File: config.mk
export PLATFORM = sky130hd
export DESIGN_NAME = sap_port
export DESIGN_NICKNAME = d
export VERILOG_FILES = /design/src/rtl/sap_pkg.sv /design/src/rtl/sap_sync.sv /design/src/rtl/sap_framer.sv /design/src/rtl/sap_rx_lane.sv /design/src/rtl/sap_tx_lane.sv /design/src/rtl/sap_port.sv
export SDC_FILE = /design/constraint.sdc
export NUM_CORES = 1
export LEC_CHECK = 0
export CORE_ASPECT_RATIO = 0.7
export CORE_MARGIN = 4
export CORE_UTILIZATION = 50
export CTS_CLUSTER_SIZE = 25
export DETAILED_ROUTE_END_ITERATION = 8
export DONT_BUFFER_PORTS = 1
export PLACE_DENSITY = 0.62
export RECOVER_POWER = 100
export SYNTH_ARGS = -nofsm -noshare
export SYNTH_HDL_FRONTEND = slang
export SYNTH_HIERARCHICAL = 1
export SYNTH_SLANG_ARGS = --single-unit
File: constraint.sdc
create_clock -name clk -period 14.9 [get_ports clk]
set_input_delay 1.49 -clock clk [delete_from_list [all_inputs] [get_ports clk]]
set_output_delay 1.49 -clock clk [all_outputs]
set_load 0.01 [all_outputs]
File: src/rtl/sap_pkg.sv
package sap_pkg;

  localparam int SAMPLE_W = 24;
  localparam int POS_W    = 6;
  localparam logic [POS_W-1:0] POS_IDLE = '1;

  localparam logic [1:0] FMT_I2S = 2'd0;
  localparam logic [1:0] FMT_LJ  = 2'd1;
  localparam logic [1:0] FMT_RJ  = 2'd2;

  typedef struct packed {
    logic       hit;
    logic [4:0] idx;
    logic       last;
  } slot_t;

  // Active word length in bits.
  function automatic logic [4:0] word_bits(input logic [1:0] wl, input logic wide);
    logic [4:0] n;
    if (!wide) n = 5'd16;
    else begin
      case (wl)
        2'd0:    n = 5'd16;
        2'd1:    n = 5'd18;
        2'd2:    n = 5'd20;
        default: n = 5'd24;
      endcase
    end
    return n;
  endfunction

  function automatic logic [POS_W-1:0] half_slots(input logic wide);
    return wide ? POS_W'(32) : POS_W'(16);
  endfunction

  // First slot of the word within its (reference-aligned) half.
  function automatic logic [POS_W-1:0] word_off(input logic [1:0] fmt, input logic wide,
                                                 input logic [4:0] n);
    return (fmt == FMT_RJ) ? half_slots(wide) - {1'b0, n} : '0;
  endfunction

  function automatic slot_t locate(input logic [POS_W-1:0] pos, input logic [POS_W-1:0] off,
                                   input logic [4:0] n);
    slot_t s;
    logic [POS_W-1:0] rel;
    rel    = pos - off;
    s.hit  = (pos >= off) && (rel < {1'b0, n});
    s.idx  = rel[4:0];
    s.last = s.hit && (rel == ({1'b0, n} - 1'b1));
    return s;
  endfunction

endpackage

File: src/rtl/sap_sync.sv
module sap_sync #(
  parameter int W      = 1,
  parameter int STAGES = 2
) (
  input  logic         clk,
  input  logic         rst_n,
  input  logic [W-1:0] d_i,
  output logic [W-1:0] q_o
);
  logic [W-1:0] stage_q [STAGES];
  logic [W-1:0] stage_d [STAGES];

  always_comb begin
    stage_d[0] = d_i;
    for (int i = 1; i < STAGES; i++) stage_d[i] = stage_q[i-1];
  end

  always_ff @(posedge clk or negedge rst_n) begin
    if (!rst_n) begin
      for (int i = 0; i < STAGES; i++) stage_q[i] <= '0;
    end else begin
      for (int i = 0; i < STAGES; i++) stage_q[i] <= stage_d[i];
    end
  end

  assign q_o = stage_q[STAGES-1];
endmodule

File: src/rtl/sap_framer.sv
module sap_framer
  import sap_pkg::*;
(
  input  logic       clk,
  input  logic       rst_n,
  input  logic       bck_s,
  input  logic       lr_s,
  input  logic [1:0] fmt,
  input  logic [1:0] wlen,
  input  logic       wide,
  output logic       rise_o,
  output logic       fall_o,
  output logic       hit_o,
  output logic [4:0] idx_o,
  output logic       last_o,
  output logic       left_o,
  output logic       clr_o,
  output logic       load_o,
  output logic       commit_o,
  output logic       valid_o
);
  logic             bck_q, bck_d;
  logic             lr_prev_q, lr_prev_d;
  logic             ref_q, ref_d;
  logic             seen_q, seen_d;
  logic             valid_q, valid_d;
  logic [POS_W-1:0] pos_q, pos_d;

  logic             i2s, cur_ref, cur_left, commit;
  logic [4:0]       nbits;
  logic [POS_W-1:0] off, pos_inc, cur_pos;
  slot_t            slot;

  always_comb begin
    rise_o   = bck_s & ~bck_q;
    fall_o   = ~bck_s & bck_q;
    i2s      = (fmt == FMT_I2S);
    nbits    = word_bits(wlen, wide);
    off      = word_off(fmt, wide, nbits);
    pos_inc  = (pos_q == POS_IDLE) ? POS_IDLE : pos_q + 1'b1;
    // I2S is framed on the frame clock delayed by one bit slot.
    cur_ref  = i2s ? lr_prev_q : lr_s;
    cur_pos  = (cur_ref != ref_q) ? '0 : pos_inc;
    cur_left = i2s ? ~cur_ref : cur_ref;
    slot     = locate(cur_pos, off, nbits);
    commit   = rise_o & slot.last & ~cur_left & seen_q;
  end

  always_comb begin
    bck_d     = bck_s;
    lr_prev_d = lr_prev_q;
    ref_d     = ref_q;
    pos_d     = pos_q;
    seen_d    = seen_q;
    valid_d   = commit;
    if (rise_o) begin
      lr_prev_d = lr_s;
      ref_d     = cur_ref;
      pos_d     = cur_pos;
      if (slot.last && cur_left) seen_d = 1'b1;
    end
  end

  always_ff @(posedge clk or negedge rst_n) begin
    if (!rst_n) begin
      bck_q     <= 1'b0;
      lr_prev_q <= 1'b0;
      ref_q     <= 1'b0;
      pos_q     <= POS_IDLE;
      seen_q    <= 1'b0;
      valid_q   <= 1'b0;
    end else begin
      bck_q     <= bck_d;
      lr_prev_q <= lr_prev_d;
      ref_q     <= ref_d;
      pos_q     <= pos_d;
      seen_q    <= seen_d;
      valid_q   <= valid_d;
    end
  end

  assign hit_o    = slot.hit;
  assign idx_o    = slot.idx;
  assign last_o   = slot.last;
  assign left_o   = cur_left;
  assign clr_o    = (cur_pos == '0);
  assign load_o   = fall_o & cur_left & (cur_pos == '0);
  assign commit_o = commit;
  assign valid_o  = valid_q;

  assert_pos_bound_R6: assert property (@(posedge clk) disable iff (!rst_n)
    (pos_q != POS_IDLE) |-> (pos_q < half_slots(wide)));
  assert_valid_pulse_R9: assert property (@(posedge clk) disable iff (!rst_n)
    valid_q |=> !valid_q);
  assert_valid_after_rise_R9: assert property (@(posedge clk) disable iff (!rst_n)
    valid_q |-> $past(rise_o));
endmodule

File: src/rtl/sap_rx_lane.sv
module sap_rx_lane
  import sap_pkg::*;
(
  input  logic                clk,
  input  logic                rst_n,
  input  logic                din,
  input  logic                rise,
  input  logic                hit,
  input  logic [4:0]          idx,
  input  logic                clr,
  input  logic                last,
  input  logic                left,
  input  logic                commit,
  output logic [SAMPLE_W-1:0] left_o,
  output logic [SAMPLE_W-1:0] right_o
);
  localparam logic [4:0] TOP = 5'(SAMPLE_W - 1);

  logic [SAMPLE_W-1:0] acc_q, acc_d, acc_nx;
  logic [SAMPLE_W-1:0] stage_q, stage_d;
  logic [SAMPLE_W-1:0] outl_q, outl_d, outr_q, outr_d;

  always_comb begin
    acc_nx = clr ? '0 : acc_q;
    if (hit) acc_nx[TOP - idx] = din;
    acc_d   = rise ? acc_nx : acc_q;
    stage_d = (rise && last && left) ? acc_nx : stage_q;
    outl_d  = commit ? stage_q : outl_q;
    outr_d  = commit ? acc_nx  : outr_q;
  end

  always_ff @(posedge clk or negedge rst_n) begin
    if (!rst_n) begin
      acc_q   <= '0;
      stage_q <= '0;
      outl_q  <= '0;
      outr_q  <= '0;
    end else begin
      acc_q   <= acc_d;
      stage_q <= stage_d;
      outl_q  <= outl_d;
      outr_q  <= outr_d;
    end
  end

  assign left_o  = outl_q;
  assign right_o = outr_q;

  assert_out_hold_R9: assert property (@(posedge clk) disable iff (!rst_n)
    !commit |=> ($stable(outl_q) && $stable(outr_q)));
endmodule

File: src/rtl/sap_tx_lane.sv
module sap_tx_lane
  import sap_pkg::*;
(
  input  logic                clk,
  input  logic                rst_n,
  input  logic [SAMPLE_W-1:0] l_i,
  input  logic [SAMPLE_W-1:0] r_i,
  input  logic                fall,
  input  logic                load,
  input  logic                hit,
  input  logic [4:0]          idx,
  input  logic                left,
  output logic                sdout_o
);
  localparam logic [4:0] TOP = 5'(SAMPLE_W - 1);

  logic [SAMPLE_W-1:0] hold_l_q, hold_l_d, hold_r_q, hold_r_d, word;
  logic                sd_q, sd_d;

  always_comb begin
    hold_l_d = load ? l_i : hold_l_q;
    hold_r_d = load ? r_i : hold_r_q;
    word     = left ? (load ? l_i : hold_l_q) : hold_r_q;
    sd_d     = sd_q;
    if (fall) sd_d = hit ? word[TOP - idx] : 1'b0;
  end

  always_ff @(posedge clk or negedge rst_n) begin
    if (!rst_n) begin
      hold_l_q <= '0;
      hold_r_q <= '0;
      sd_q     <= 1'b0;
    end else begin
      hold_l_q <= hold_l_d;
      hold_r_q <= hold_r_d;
      sd_q     <= sd_d;
    end
  end

  assign sdout_o = sd_q;

  assert_launch_fall_R11: assert property (@(posedge clk) disable iff (!rst_n)
    !fall |=> $stable(sd_q));
endmodule

File: src/rtl/sap_port.sv
module sap_port
  import sap_pkg::*;
#(
  parameter int LANES       = 3,
  parameter int SYNC_STAGES = 2
) (
  input  logic                      clk,
  input  logic                      rst_n,
  input  logic [1:0]                cfg_fmt,
  input  logic [1:0]                cfg_wlen,
  input  logic                      cfg_wide,
  input  logic                      bck_i,
  input  logic                      lrck_i,
  input  logic [LANES-1:0]          sdin_i,
  input  logic [LANES*SAMPLE_W-1:0] tx_left_i,
  input  logic [LANES*SAMPLE_W-1:0] tx_right_i,
  output logic [LANES-1:0]          sdout_o,
  output logic [LANES*SAMPLE_W-1:0] rx_left_o,
  output logic [LANES*SAMPLE_W-1:0] rx_right_o,
  output logic                      rx_valid_o
);
  localparam int SYNC_W = LANES + 2;

  logic             rst_meta_q, rst_core_n;
  logic [SYNC_W-1:0] sync_q;
  logic             bck_s, lr_s;
  logic [LANES-1:0] din_s;
  logic             rise, fall, hit, last, left, clr, load, commit;
  logic [4:0]       idx;

  // Asynchronous assert, synchronous release.
  always_ff @(posedge clk or negedge rst_n) begin
    if (!rst_n) begin
      rst_meta_q <= 1'b0;
      rst_core_n <= 1'b0;
    end else begin
      rst_meta_q <= 1'b1;
      rst_core_n <= rst_meta_q;
    end
  end

  sap_sync #(.W(SYNC_W), .STAGES(SYNC_STAGES)) u_sync (
    .clk   (clk),
    .rst_n (rst_core_n),
    .d_i   ({sdin_i, lrck_i, bck_i}),
    .q_o   (sync_q)
  );
  assign bck_s = sync_q[0];
  assign lr_s  = sync_q[1];
  assign din_s = sync_q[SYNC_W-1:2];

  sap_framer u_framer (
    .clk      (clk),
    .rst_n    (rst_core_n),
    .bck_s    (bck_s),
    .lr_s     (lr_s),
    .fmt      (cfg_fmt),
    .wlen     (cfg_wlen),
    .wide     (cfg_wide),
    .rise_o   (rise),
    .fall_o   (fall),
    .hit_o    (hit),
    .idx_o    (idx),
    .last_o   (last),
    .left_o   (left),
    .clr_o    (clr),
    .load_o   (load),
    .commit_o (commit),
    .valid_o  (rx_valid_o)
  );

  for (genvar g = 0; g < LANES; g++) begin : g_lane
    sap_rx_lane u_rx (
      .clk     (clk),
      .rst_n   (rst_core_n),
      .din     (din_s[g]),
      .rise    (rise),
      .hit     (hit),
      .idx     (idx),
      .clr     (clr),
      .last    (last),
      .left    (left),
      .commit  (commit),
      .left_o  (rx_left_o[g*SAMPLE_W +: SAMPLE_W]),
      .right_o (rx_right_o[g*SAMPLE_W +: SAMPLE_W])
    );

    sap_tx_lane u_tx (
      .clk     (clk),
      .rst_n   (rst_core_n),
      .l_i     (tx_left_i[g*SAMPLE_W +: SAMPLE_W]),
      .r_i     (tx_right_i[g*SAMPLE_W +: SAMPLE_W]),
      .fall    (fall),
      .load    (load),
      .hit     (hit),
      .idx     (idx),
      .left    (left),
      .sdout_o (sdout_o[g])
    );

    assert_low_zero_R5: assert property (@(posedge clk) disable iff (!rst_core_n)
      rx_valid_o |-> (((rx_left_o[g*SAMPLE_W +: SAMPLE_W] | rx_right_o[g*SAMPLE_W +: SAMPLE_W])
                       & (24'hFF_FFFF >> word_bits(cfg_wlen, cfg_wide))) == '0));
  end

  assert_reset_quiet_R1: assert property (@(posedge clk) disable iff (!rst_core_n)
    $rose(rst_core_n) |-> (!rx_valid_o && (sdout_o == '0)));
endmodule

==> flow_summary.ini, run 1 <==
[synthesis]
ys_warn_count = 6
async_reset_ff_frac = 1.000
ys_types = 71
synth_edf_count = 0
syn_avg_cell_area_um2 = 11.86
seq_area_frac_synth = 0.5332
synth_cells = 1814
synth-seq-cells = 458
synth_top_flop_cell = dfrtp_1
synth_area_mm2 = 0.02151
syn_nets = 1980

[clock_network]
clockRootBuffer = clkbuf_16
cts.clk_slew.worst_paths_ns = 0.06
postCtsSetupBuffers = 0
htreeDepth = 2
clock-sinks = 458
insertion_delay_ns = 0.56
cts_resized = 0
cts_buffers = 45
cts_hold_buf = 0
clockBufferDepth = 3
cts_tree = yes

[finish]
final.fill_count = 3645
final_cell_area_mm2 = 0.02309
syn_to_final_growth_pct = 7.323
drive_above_1_share = 0.2153
final_nets = 1902
final_cell_mix = dfrtp_1 (452), mux2_2 (225), nor2_1 (160), a31oi_1 (145), nand3_1 (103)
final_common_cell = dfrtp_1

[power_and_ir_drop]
ir_drop_uv = 94.83
p_leak_uw = 0.01005
finalPower_uw = 4019
p_per_area_mw_per_mm2 = 174.1

[detailed_routing]
vias = 14376
wire_per_inst_um = 22.53
antenna_left = 0
drc_errors = 0
drt-total-wl_um = 52400
avgViaCountPerCell = 6.181
firstDrtPassIters = 4
dr.first_iter.drc_count = 1126

[placement]
port-buffer-count = 0
hpwl_um = 33440
place_congestion = 0.7749
place_area_mm2 = 0.02166

[critical_path]
cp_data_required_time_ns = 15.34
worst_ep_arrival_time_ns = 8.71
crit_fanout = 64
slowest_stage = clkbuf_1
crit_path_start_kind = primary input
worst_setup_path_end_kind = register
slowest_delay_ns = 2.44
crit_chain = o21a_1 -> o21ai_0 -> a221oi_1 -> nor3_4 -> and3_1 -> clkbuf_1 -> mux4_1 -> mux4_2 -> nor2_1 -> a41o_2 -> nor4bb_1
worstSetupPathType = in2reg

[floorplanning]
row_count = 63
dieWidth_um = 255.9
start_util = 0.5072
dieArea_mm2 = 0.04646
core_mm2 = 0.04241
pin_count = 304
die-height_um = 181.5

[sta]
relSlewSlack = -1.778
setup_tns_ns = 0
fin_crit_sh = 0.5552
fin_crit_ns = 8.272
finalSetupViolCount = 0
max_freq_mhz = 120.9
finalMaxSlewViolations = 554
worstMarginPinSlew_ns = 4.167
rsz0062_at_grt = no
clock_skew_ns = 0.01838
hold_viol = 0

[min_path]
hold_class = reg2reg

[status]
violations = max-capacitance violations, max-slew violations
status = complete, but fails checks

[job]
cap_violations = 11

[grt]
overflow = 0
grt_pass1_vias = 14504
antenna_found_initial = 8
grt_usage = 0.2233
grt_pass1_wl_um = 83950
grt_max_degree = 218
==> state kept, by name, summed over array words and instances (netlist names), 6 cells and up <==
register / count
g_lane.u_rx/right_o: 72
g_lane.u_rx/stage_q: 72
g_lane.u_tx/hold_l_q: 72
g_lane.u_tx/hold_r_q: 72
u_framer/pos_q: 6
g_lane.u_rx/left_o: 72
g_lane.u_rx/acc_q: 72
==> metrics by stage <==
step	cells	utilization	setup slack, ns	hold WS [ns]
2_1_floorplan	1814	-	1.200	0.3312
3_3_place_gp	2241	0.5107	8.586	0.3358
3_5_place_dp	2241	0.5107	8.425	0.3347
4_1_cts	2322	0.5472	9.040	0.3478
5_1_grt	2325	0.5443	5.845	0.3500
6_report	2326	0.5444	6.628	0.3468
==> synth_stat cells, drive strengths merged (6+ instances only) <==
library cell	count	area share
nor3b	7	0.0031
nand2	72	0.013
and3b	6	0.0024
nor2	162	0.029
a311o	14	0.0065
nor2b	21	0.0061
clkbuf	49	0.0087
nor3	8	0.0021
nor4bb	7	0.0033
o221ai	18	0.0073
ha	9	0.0052
a31oi	145	0.042
inv	84	0.015
nand3	103	0.024
a2111oi	6	0.0024
o22ai	10	0.0032
a211oi	7	0.0024
mux2i	23	0.011
dfstp	6	0.0073
buf	99	0.028
mux4	39	0.042
nand4	9	0.0026
and3	9	0.0026
a211o	56	0.023
nand2b	17	0.0049
dfrtp	452	0.53
mux2	237	0.13
o211ai	56	0.020
o21ai	15	0.0038
==> final timing paths <==
path / from / to / slack [ns] / depth (start not counted)
worst max-delay path: cfg_fmt[1] / g_lane[0].u_tx/sdout_o / 6.63 / 11
worst min-delay path: u_sync/stage_d[3] / u_sync/q_o[3] / 0.35 / 0
worst max register to register: u_framer/pos_q[0] / g_lane[0].u_tx/sdout_o / 7.11 / 12
worst min register to register: u_sync/stage_d[3] / u_sync/q_o[3] / 0.35 / 0
max in group asynchronous: rst_core_n / g_lane[2].u_rx/stage_q[2] / 8.62 / 1
min in group asynchronous: rst_n / rst_meta_q / 0.62 / 0
==> critical path, delay by kind of cell <==
kind | cells | cell delay, ns
and+or+nand+nor | 4 | 2.37
AOI/OAI and AO/OA | 4 | 1.04
muxes | 2 | 1.29
buffers and inverters | 1 | 2.44
==> report_power, final <==
group / leakage (µW) / switching [µW] / internal (µW) / total [µW]
Sequential: 0.00583 / 141 / 1560 / 1700
Clock: 0.000770 / 484 / 697 / 1180
Combinational: 0.00344 / 600 / 540 / 1140
==> area by class of cell <==
| class | instances | area (µm²) | area share |
|---|---|---|---|
| Clock inverter | 14 | 155.1 | 0.006721 |
| Multi-Input combinational cell | 1123 | 8885 | 0.3849 |
| Inverter | 85 | 321.6 | 0.01393 |
| Clock buffer | 67 | 1391 | 0.06027 |
| Tap cell | 552 | 690.7 | 0.02992 |
| Antenna cell | 4 | 10.01 | 0.0004336 |
| Timing Repair Buffer | 23 | 163.9 | 0.007100 |
| Sequential cell | 458 | 11470 | 0.4968 |
==> logic make-up after synthesis <==
logic type,synth area share
flip-flops,0.5332
AND/OR/NAND/NOR,0.1077
AO/OA/AOI/OAI,0.1198
multiplexers,0.1787
buffers and inverters,0.05165
adder cells (fa/ha/maj),0.006166
XOR/XNOR,0.002443
other,0.0003491
==> per-layer routing <==
metal  global-route usage  vias up  share of wire
met4              0.05328       10          0.019
met5                    0        -         0.0012
met3              0.06873       84          0.079
met1               0.3115     7351           0.44
met2               0.3467      400           0.46
li1                     -     6531              -
Note: power is estimated with default switching activity, not from simulation.
==> run 2: changes to the inputs <==
Clock period 14.9 ns to 8.57 ns, I/O delays scaled along.
==> run 2 against run 1 <==
The run still ends with max-capacitance violations, max-slew violations left; die area is the same; register-to-register slack lost 5.3 ns; hold slack lost 0.016 ns; combinational power grew 75%; utilization grew 0.25 points; first-iteration DRC count shrank 2.7%; wire length grew 1.5%; critical path depth grew 5; clock power grew 81%; final area grew 0.46%.
==> flow_summary.ini, run 2 (same netlist as run 1, synthesis figures left out) <==
[floorplanning]
pin_count = 304
die-height_um = 181.5
start_util = 0.5072
dieArea_mm2 = 0.04646
core_mm2 = 0.04241
dieWidth_um = 255.9
row_count = 63

[power_and_ir_drop]
ir_drop_uv = 190.9
finalPower_uw = 7083
p_per_area_mw_per_mm2 = 305.4
p_leak_uw = 0.01009

[min_path]
hold_class = in2reg
hold_depth = 0

[critical_path]
crit_path_start_kind = register
cp_data_required_time_ns = 8.97
worst_setup_path_end_kind = register
worst_ep_arrival_time_ns = 7.12
crit_fanout = 39
rr_worst_depth = 16
worstSetupPathType = reg2reg

[placement]
place_congestion = 0.7703
port-buffer-count = 0
hpwl_um = 34540
pre_cts_slack_ns = 2.742

[sta]
finalSetupViolCount = 0
worstMarginPinSlew_ns = 3.868
hold_viol = 0
rsz0062_at_grt = no
relSlewSlack = -1.579
setup_tns_ns = 0
clock_skew_ns = 0.01751
finalMaxSlewViolations = 519
hold_slack_ns = 0.3304
fin_crit_ns = 6.721
fin_ws_ns = 1.849
max_freq_mhz = 148.8
fin_crit_sh = 0.7843

[clock_network]
cts.clk_slew.worst_paths_ns = 0.06
clockRootBuffer = clkbuf_16
cts_buffers = 46
clockBufferDepth = 3
cts_resized = 0
insertion_delay_ns = 0.56
cts_tree = yes
htreeDepth = 2
clock-sinks = 458
postCtsSetupBuffers = 0

[grt]
overflow = 0
grt_pass1_wl_um = 85220
met1_usage = 0.3160
use_met3 = 0.06455
antenna_found_initial = 5
grt_max_degree = 181
grt_pass1_vias = 14666
grt.met2_usage = 0.3510
busiest_layer = met2
grt_usage = 0.2256

[job]
cap_violations = 11

[detailed_routing]
dr.first_iter.drc_count = 1096
vias = 14508
avgViaCountPerCell = 6.227
drc_errors = 0
antenna_left = 0
drt-total-wl_um = 53210
firstDrtPassIters = 6
wire_per_inst_um = 22.84

[finish]
final.fill_count = 3609
syn_to_final_growth_pct = 7.817
utilization = 0.5469
final_nets = 1909
final_common_cell = dfrtp_1
drive_above_1_share = 0.2167
final_cell_mix = dfrtp_1 (452), mux2_2 (225), nor2_1 (160), a31oi_1 (145), nand3_1 (103)

[status]
violations = max-capacitance violations, max-slew violations
status = complete, but fails checks
[run 2: cell types whose count changed in the layout (fill, tap and decap cells not counted), sizes merged]
cell	previous run	this run
clkinvlp	1	3
clkbuf	76	77
inv	87	85
bufinv	3	5
dlygate4sd3	0	1
buf	14	16
clkinv	8	9
diode	4	1
[run 2: cell type report]
type / count / area [µm²] / share of cell area
sequential: 458 / 11470 / 0.4945
multi-input combinational: 1123 / 8900 / 0.3837
clock buffer: 65 / 1396 / 0.06021
tap: 552 / 690.7 / 0.02978
inverter: 85 / 321.6 / 0.01386
clock inverter: 17 / 225.2 / 0.009711
timing repair buffer: 29 / 187.7 / 0.008092
antenna: 1 / 2.502 / 0.0001079
[run 2: worst max-delay path, cell delays in order (launching register included)]
cell and delay (ns):
dfstp_1 0.58, ha_1 0.27, and4_1 0.23, a21oi_1 0.09
or2_2 0.30, ha_1 0.21, inv_1 0.07, fa_1 1.29
ha_1 0.42, nand2_1 0.06, nor2_1 0.04, a211oi_1 0.22
o221ai_1 0.28, inv_1 0.41, nor4b_1 1.56, a311o_1 0.40
o221ai_1 0.12
[run 2: repair_timing]
| item | in CTS | in global routing |
|---|---|---|
| setup endpoints to repair | 0 | 0 |
| hold endpoints to repair | 2 | 0 |
| hold buffers | 1 | 0 |
[run 2: path summary, 6_finish.rpt]
kind	to	slack (ns)	from
setup reg to reg	g_lane[1].u_rx/acc_q[11]	1.85	u_framer/pos_q[0]
max in group asynchronous	g_lane[1].u_tx/hold_l_q[8]	2.42	rst_core_n
hold reg to reg	u_sync/q_o[3]	0.35	u_sync/stage_d[3]
hold / removal	u_sync/stage_d[2]	0.33	sdin_i[0]
setup / recovery	g_lane[1].u_rx/acc_q[11]	1.85	u_framer/pos_q[0]
min in group asynchronous	rst_core_n	0.54	rst_n
[run 2: routing by layer]
metal / part of all wire / vias up
li1: - / 6538
met1: 0.44 / 7447
met2: 0.46 / 425
met3: 0.076 / 88
met4: 0.024 / 10
met5: 0.0014 / -
[run 2: metrics by stage]
step / std cells / instance area (µm²)
floorplan: 1814 / 21510
global placement: 2246 / 21680
detailed placement: 2246 / 21680
CTS: 2329 / 23310
global route: 2329 / 23190
finish: 2330 / 23190
[run 2: power by group]
part / switching (µW) / internal, µW
registers: 250 / 2710
clock network: 849 / 1290
logic: 1060 / 937
total: 2160 / 4930
